## src/rtl/irqtrk_pkg.sv

```systemverilog
package irqtrk_pkg;
  parameter int unsigned IT_NUM_VEC    = 256;
  parameter int unsigned IT_WORD_W     = 32;
  parameter int unsigned IT_CLASS_SIZE = 16;
  parameter int unsigned IT_RSVD_VEC   = 16;
  parameter int unsigned IT_DATA_W     = 32;
endpackage

```

## src/rtl/irqtrk_bitmap.sv

```systemverilog
module irqtrk_bitmap #(
  parameter int unsigned NUM_VEC = irqtrk_pkg::IT_NUM_VEC,
  parameter int unsigned WORD_W  = irqtrk_pkg::IT_WORD_W
) (
  input  logic                       clk,
  input  logic                       rst_n,
  input  logic                       set_en,
  input  logic [$clog2(NUM_VEC)-1:0] set_idx,
  input  logic                       clr_en,
  input  logic [$clog2(NUM_VEC)-1:0] clr_idx,
  output logic [NUM_VEC-1:0]         bits_o
);
  localparam int unsigned VEC_W  = $clog2(NUM_VEC);
  localparam int unsigned BIT_W  = $clog2(WORD_W);
  localparam int unsigned WSEL_W = VEC_W - BIT_W;
  localparam int unsigned NWORDS = NUM_VEC / WORD_W;

  for (genvar w = 0; w < NWORDS; w++) begin : g_word
    logic [WORD_W-1:0] word_q;
    logic              set_hit;
    logic              clr_hit;

    assign set_hit = set_en && (set_idx[VEC_W-1:BIT_W] == WSEL_W'(w));
    assign clr_hit = clr_en && (clr_idx[VEC_W-1:BIT_W] == WSEL_W'(w));

    // clear first, set last: a set in the same cycle wins
    always_ff @(posedge clk) begin
      if (!rst_n) begin
        word_q <= '0;
      end else begin
        if (clr_hit) word_q[clr_idx[BIT_W-1:0]] <= 1'b0;
        if (set_hit) word_q[set_idx[BIT_W-1:0]] <= 1'b1;
      end
    end

    assign bits_o[w*WORD_W +: WORD_W] = word_q;
  end

  AST_SET_WINS: assert property (@(posedge clk) disable iff (!rst_n)
    set_en |=> bits_o[$past(set_idx)]);

  AST_CLR_TAKES: assert property (@(posedge clk) disable iff (!rst_n)
    (clr_en && !(set_en && set_idx == clr_idx)) |=> !bits_o[$past(clr_idx)]);
endmodule

```

## src/rtl/irqtrk_prio_enc.sv

```systemverilog
module irqtrk_prio_enc #(
  parameter int unsigned NUM_VEC = irqtrk_pkg::IT_NUM_VEC,
  parameter int unsigned WORD_W  = irqtrk_pkg::IT_WORD_W,
  parameter int unsigned RSVD    = irqtrk_pkg::IT_RSVD_VEC
) (
  input  logic                       clk,
  input  logic                       rst_n,
  input  logic [NUM_VEC-1:0]         bits_i,
  output logic                       hit_o,
  output logic [$clog2(NUM_VEC)-1:0] idx_o
);
  localparam int unsigned VEC_W  = $clog2(NUM_VEC);
  localparam int unsigned BIT_W  = $clog2(WORD_W);
  localparam int unsigned WSEL_W = VEC_W - BIT_W;
  localparam int unsigned NWORDS = NUM_VEC / WORD_W;

  logic [NWORDS-1:0] w_any;
  logic [BIT_W-1:0]  w_loc [NWORDS];

  // per-word search, reserved vectors masked out
  for (genvar w = 0; w < NWORDS; w++) begin : g_word
    logic             any_l;
    logic [BIT_W-1:0] loc_l;

    always_comb begin
      any_l = 1'b0;
      loc_l = '0;
      for (int b = 0; b < WORD_W; b++) begin
        if (bits_i[w*WORD_W + b] && ((w*WORD_W + b) >= RSVD)) begin
          any_l = 1'b1;
          loc_l = BIT_W'(b);
        end
      end
    end

    assign w_any[w] = any_l;
    assign w_loc[w] = loc_l;
  end

  // word-level pick: highest word with a hit
  always_comb begin
    hit_o = 1'b0;
    idx_o = '0;
    for (int w = 0; w < NWORDS; w++) begin
      if (w_any[w]) begin
        hit_o = 1'b1;
        idx_o = {WSEL_W'(w), w_loc[w]};
      end
    end
  end

  AST_ENC_IS_TOP: assert property (@(posedge clk) disable iff (!rst_n)
    hit_o |-> ((bits_i >> idx_o) == NUM_VEC'(1)));

  AST_ENC_RSVD: assert property (@(posedge clk) disable iff (!rst_n)
    hit_o |-> (idx_o >= VEC_W'(RSVD)));

  AST_ENC_EMPTY: assert property (@(posedge clk) disable iff (!rst_n)
    !hit_o |-> ((bits_i >> RSVD) == '0));
endmodule

```

## src/rtl/irq_prio_tracker.sv

```systemverilog
module irq_prio_tracker #(
  parameter int unsigned NUM_VEC    = irqtrk_pkg::IT_NUM_VEC,
  parameter int unsigned WORD_W     = irqtrk_pkg::IT_WORD_W,
  parameter int unsigned CLASS_SIZE = irqtrk_pkg::IT_CLASS_SIZE,
  parameter int unsigned RSVD       = irqtrk_pkg::IT_RSVD_VEC,
  parameter int unsigned DATA_W     = irqtrk_pkg::IT_DATA_W
) (
  input  logic                       clk,
  input  logic                       rst_n,
  input  logic                       en_i,
  input  logic                       acc_valid,
  output logic                       acc_ready,
  input  logic [$clog2(NUM_VEC)-1:0] acc_vec,
  input  logic                       acc_level,
  output logic                       acc_ok,
  output logic                       offer_valid,
  input  logic                       offer_ready,
  output logic [$clog2(NUM_VEC)-1:0] offer_vec,
  input  logic                       eoi_we,
  output logic                       eoi_bc_valid,
  output logic [$clog2(NUM_VEC)-1:0] eoi_bc_vec,
  input  logic                       tpr_we,
  input  logic [DATA_W-1:0]          tpr_wdata,
  output logic [$clog2(NUM_VEC)-1:0] ppr_o
);
  localparam int unsigned VEC_W   = $clog2(NUM_VEC);
  localparam int unsigned CLS_LSB = $clog2(CLASS_SIZE);

  logic [NUM_VEC-1:0] irr_bits, isr_bits, tmr_bits;
  logic               irr_hit, isr_hit;
  logic [VEC_W-1:0]   irr_idx, isr_idx, isr_top;
  logic [VEC_W-1:0]   tpr_q, cand_cls;
  logic               acc_fire, take, eoi_do, eoi_lvl, cand;
  logic               offv_q, bc_q;
  logic [VEC_W-1:0]   offvec_q, bcvec_q;
  logic               unused_tpr_hi;

  assign unused_tpr_hi = ^tpr_wdata[DATA_W-1:VEC_W];

  // accept stream
  assign acc_ready = en_i;
  assign acc_fire  = acc_valid && en_i;
  assign acc_ok    = acc_fire && !(acc_level && irr_bits[acc_vec]);

  // take and end-of-interrupt
  assign take    = offer_valid && offer_ready;
  assign eoi_do  = eoi_we && isr_hit;
  assign eoi_lvl = eoi_do && tmr_bits[isr_idx];

  irqtrk_bitmap #(.NUM_VEC(NUM_VEC), .WORD_W(WORD_W)) u_irr (
    .clk(clk), .rst_n(rst_n),
    .set_en(acc_ok), .set_idx(acc_vec),
    .clr_en(take), .clr_idx(offer_vec),
    .bits_o(irr_bits));

  irqtrk_bitmap #(.NUM_VEC(NUM_VEC), .WORD_W(WORD_W)) u_isr (
    .clk(clk), .rst_n(rst_n),
    .set_en(take), .set_idx(offer_vec),
    .clr_en(eoi_do), .clr_idx(isr_idx),
    .bits_o(isr_bits));

  irqtrk_bitmap #(.NUM_VEC(NUM_VEC), .WORD_W(WORD_W)) u_tmr (
    .clk(clk), .rst_n(rst_n),
    .set_en(acc_ok && acc_level), .set_idx(acc_vec),
    .clr_en(eoi_lvl), .clr_idx(isr_idx),
    .bits_o(tmr_bits));

  irqtrk_prio_enc #(.NUM_VEC(NUM_VEC), .WORD_W(WORD_W), .RSVD(RSVD)) u_irr_enc (
    .clk(clk), .rst_n(rst_n), .bits_i(irr_bits),
    .hit_o(irr_hit), .idx_o(irr_idx));

  irqtrk_prio_enc #(.NUM_VEC(NUM_VEC), .WORD_W(WORD_W), .RSVD(RSVD)) u_isr_enc (
    .clk(clk), .rst_n(rst_n), .bits_i(isr_bits),
    .hit_o(isr_hit), .idx_o(isr_idx));

  // processor priority
  assign isr_top = isr_hit ? isr_idx : '0;
  always_comb begin
    if (tpr_q[VEC_W-1:CLS_LSB] >= isr_top[VEC_W-1:CLS_LSB])
      ppr_o = tpr_q;
    else
      ppr_o = {isr_top[VEC_W-1:CLS_LSB], {CLS_LSB{1'b0}}};
  end

  assign cand_cls = {irr_idx[VEC_W-1:CLS_LSB], {CLS_LSB{1'b0}}};
  assign cand     = irr_hit && (cand_cls > ppr_o);

  always_ff @(posedge clk) begin
    if (!rst_n) begin
      tpr_q    <= '0;
      offv_q   <= 1'b0;
      offvec_q <= '0;
      bc_q     <= 1'b0;
      bcvec_q  <= '0;
    end else begin
      if (tpr_we) tpr_q <= tpr_wdata[VEC_W-1:0];
      offv_q   <= cand && en_i && !take && !tpr_we;
      offvec_q <= irr_idx;
      bc_q     <= eoi_lvl;
      bcvec_q  <= isr_idx;
    end
  end

  assign offer_valid  = offv_q && en_i;
  assign offer_vec    = offvec_q;
  assign eoi_bc_valid = bc_q;
  assign eoi_bc_vec   = bcvec_q;

  AST_OFFER_ABOVE_PPR: assert property (@(posedge clk) disable iff (!rst_n)
    offer_valid |-> ({offer_vec[VEC_W-1:CLS_LSB], {CLS_LSB{1'b0}}} > $past(ppr_o)));

  AST_TAKE_WITHDRAW: assert property (@(posedge clk) disable iff (!rst_n)
    take |=> !offer_valid);

  AST_TPR_WITHDRAW: assert property (@(posedge clk) disable iff (!rst_n)
    tpr_we |=> !offer_valid);

  AST_BC_AFTER_EOI: assert property (@(posedge clk) disable iff (!rst_n)
    eoi_bc_valid |-> $past(eoi_we));

  AST_NO_OFFER_OFF: assert property (@(posedge clk) disable iff (!rst_n)
    $fell(en_i) |-> !offer_valid);
endmodule

```

## config.mk

```make
export PLATFORM = sky130hd
export DESIGN_NAME = irq_prio_tracker
export DESIGN_NICKNAME = d
export VERILOG_FILES = /design/src/rtl/irqtrk_pkg.sv /design/src/rtl/irqtrk_bitmap.sv /design/src/rtl/irqtrk_prio_enc.sv /design/src/rtl/irq_prio_tracker.sv
export SDC_FILE = /design/constraint.sdc
export NUM_CORES = 2
export LEC_CHECK = 0
export ABC_CLOCK_PERIOD_IN_PS = 5300
export BUFFER_PORTS_ARGS = -buffer_cell sky130_fd_sc_hd__buf_4
export CAP_MARGIN = 30
export CORE_ASPECT_RATIO = 0.5
export CORE_MARGIN = 5
export CORE_UTILIZATION = 40
export DETAILED_ROUTE_END_ITERATION = 10
export SLEW_MARGIN = 10
export SYNTH_ARGS = -nofsm -noshare
export SYNTH_HDL_FRONTEND = slang
export SYNTH_SLANG_ARGS = --single-unit
export TNS_END_PERCENT = 10
```

## constraint.sdc

```tcl
create_clock -name clk -period 5.3 [get_ports clk]
set_input_delay 0.265 -clock clk [delete_from_list [all_inputs] [get_ports clk]]
set_output_delay 0.265 -clock clk [all_outputs]
set_load 0.01 [all_outputs]
```

==> flow_metrics.py <==
metrics = {
    "outcome": {
        "status": "complete, no violations",
    },
    "layout": {
        "nets": 4860,
        "layout-drive-gt1-share_pct": 11.9,
        "area_growth_pct": 15.3,
        "design_area_um2": 43800,
    },
    "power_and_ir_drop": {
        "power_w": 0.0124,
        "p_per_area_nw_per_um2": 282,
        "power_report.internal_total_w": 0.00938,
        "p_switching_w": 0.00298,
        "p_clk_share_pct": 47.9,
        "power.leakage_nw": 15.2,
        "power.share.combinational_pct": 4.6,
        "p_sw_share_pct": 24.1,
        "power_frac_seq_pct": 47.5,
        "ir_worst_vdd_v": 0.000205,
    },
    "synthesis": {
        "synth.most_common_cell": "dfxtp_1",
        "yosys-top-cells-area": "dfxtp_1, a21oi_1, a22oi_1",
        "synth_area_um2": 38000,
        "syn_nets": 4831,
        "synth_cells": 4775,
        "synth_edf_count": 0,
        "dominantRegCellSynth": "dfxtp_1",
        "yosysSeqAreaShare_pct": 41.0,
        "async_flop_share_pct": 0,
        "yosys.area.top_type": "dfxtp_1",
        "synth_cell_type_count": 93,
        "synth_top_area_share_pct": 41.0,
        "yosys_register_bits": 778,
        "avgSynthCellArea_um2": 7.96,
        "synth_common_cells": "dfxtp_1, nor2_1, nand2_1",
        "yosysWarnings": 0,
    },
    "cts": {
        "cts_tree": "yes",
        "cts-root-buf": "clkbuf_16",
        "cts_max_level": 3,
        "clock_sinks": 778,
        "cts_buffers": 75,
        "cts.path.max_buffers": 3,
        "insertion_delay_ps": 690,
        "cts.clk_slew.worst_paths_ps": 70,
    },
    "sta": {
        "drv_slew": 0,
        "timing.final.crit_share_pct": 98.0,
        "rsz0062_at_grt": "no",
        "hold_viol": 0,
        "fin_skew_ps": 31.2,
        "fin_crit_ps": 5190,
        "setup_violations": 0,
        "relSlewSlack_pct": 19.7,
        "fin_tns_setup_ps": 0,
        "worst_pin_slew_ps": 1200,
        "holdWs_ps": 56.2,
        "max_freq_mhz": 193,
    },
    "grt": {
        "grtUsageTotal_pct": 33.5,
        "grt_pass1_wl_mm": 251,
        "grt_start_max_net_pins": 211,
        "grt_pass1_vias": 35900,
        "gr-total-overflow": 0,
        "antenna_found_initial": 20,
    },
    "place": {
        "gp_congestion": 1.02,
        "portBuffers": 51,
        "hpwl_mm": 125,
        "placed_cell_area_um2": 40900,
    },
    "setup_path": {
        "end_kind": "flop",
        "required_ps": 5890,
        "worstSetupStartpointType": "flop",
        "crit_arrival_ps": 5780,
        "crit_fanout": 16,
        "worstSetupPathType": "reg -> reg",
        "r2r_cells": 17,
    },
    "die": {
        "die_w_um": 446,
        "start_util_pct": 40.6,
        "dieArea_um2": 102000,
        "coreArea_um2": 93600,
        "die_y_um": 228,
        "ios": 76,
        "rows": 79,
    },
    "worst_hold_path": {
        "holdPathStages": 3,
        "min_path_type": "in -> reg",
    },
    "route": {
        "drt-initial-drc-count": 6339,
        "dr.pass1.iters": 6,
        "drc_errors": 0,
        "postRouteAntennaNets": 0,
        "wirelength_mm": 179,
        "vias_per_cell": 6.57,
        "vias": 40300,
        "detail_route.wl_per_cell_um": 29.3,
    },
    "flow_run": {
        "maxCapViolations": 0,
    },
}
-- logic make-up after synthesis --
logic type | after synthesis | share of synthesized area (%)
multiplexers | 207 | 7.65
AND/OR/NAND/NOR | 1616 | 18.9
flip-flops | 778 | 41.0
buffers and inverters | 462 | 5.03
AO/OA/AOI/OAI | 1704 | 27.2
adder cells (fa/ha/maj) | 8 | 0.263
-- cell type report --
| cell class | instances | area (um2) |
|---|---|---|
| Sequential cell | 778 | 15600 |
| Antenna cell | 17 | 42.5 |
| Fill cell | 9071 | 49800 |
| Tap cell | 1255 | 1570 |
| Multi-Input combinational cell | 3535 | 20800 |
| Timing Repair Buffer | 313 | 2860 |
| Inverter | 101 | 387 |
| Clock inverter | 29 | 439 |
| Clock buffer | 104 | 2190 |
-- placed cells by master, fill, tap and decap left out, types with 16 or more instances in the layout --
master     Yosys  layout
a211oi_1      16      16
a31oi_1       23      23
o211ai_1     144     144
a22oi_1      294     294
nor2_1       582     547
a21oi_1      493     493
nor2b_1       27      26
nand4_1       35      35
o21bai_1      34      34
o21ai_0      424     424
nor3_1       106     103
o21ai_1      128     128
buf_4          9     261
mux4_2        66      66
diode_2        0      17
nor4_1       104      97
buf_12         0      30
inv_1         99      99
o31ai_1       27      27
nand2_1      568     568
clkbuf_16      0      79
nand3_1       48      48
nand2b_1      26      26
or4_1         31      31
dfxtp_1      778     778
mux2i_1      132     132
nor2_2         0      26
-- per-stage QoR --
| step | utilization (%) | cells | setup slack (ps) |
|---|---|---|---|
| after floorplan | - | 4775 | 338 |
| after global placement | 43.6 | 5956 | 243 |
| after detailed placement | 43.7 | 5966 | 220 |
| after CTS | 46.6 | 6109 | 132 |
| after global routing | 46.8 | 6119 | 0.451 |
| final | 46.8 | 6132 | 107 |
-- critical path: stages, from the launching register on --
cell and delay (ps):
dfxtp_1 350, nor4_1 670, or4b_4 650, nor4_4 470
nand3b_1 180, a31oi_1 280, buf_4 190, o21ai_4 180
buf_4 270, nor2_1 330, buf_4 290, nand3_1 150
o21ai_0 100, o21ai_0 170, a31o_1 270, nor2b_2 180
buf_12 190, a21oi_1 150
-- per-layer routing --
metal  vias up  global-route usage [%]  wire [um]
met5         -                       0         18
met4         4                    16.5      10400
met3       546                    12.4      25500
met2      2753                    47.2      73100
met1     19400                    44.9      70300
li1      17600                       -          -
-- state kept, by name, summed over array words and instances (netlist names) --
| signal | cells |
|---|---|
| offv_q | 1 |
| u_irr.g_word.word_q | 256 |
| offer_vec | 8 |
| tpr_q | 8 |
| u_tmr.g_word.word_q | 256 |
| eoi_bc_vec | 8 |
| u_isr.g_word.word_q | 240 |
| eoi_bc_valid | 1 |
-- final timing paths --
| kind | start | endpoint | slack [ps] |
|---|---|---|---|
| setup / recovery | u_isr.g_word[5].word_q[5] | u_tmr.g_word[0].word_q[23] | 110 |
| hold / removal | tpr_we | tpr_q[1] | 60 |
| setup reg to reg | u_isr.g_word[5].word_q[5] | u_tmr.g_word[0].word_q[23] | 110 |
| hold reg to reg | u_tmr.g_word[0].word_q[8] | u_tmr.g_word[0].word_q[8] | 470 |
-- power by group through the flow --
stage	registers [W]	clock network, W	logic [W]
finish	0.00587	0.00593	0.000566
floorplan	0.00600	0	0.000271
detailed placement	0.00601	0	0.000528
CTS	0.00587	0.00595	0.000535
global route	0.00587	0.00621	0.000571
global placement	0.00601	0	0.000521
-- what timing repair did --
item / CTS / global route
hold endpoints to repair: 10 / 0
hold buffers: 10 / 0
setup buffers: 0 / 2
setup endpoints to repair: 0 / 100
gates resized for setup: 0 / 10
(Power assumes the default switching activity.)
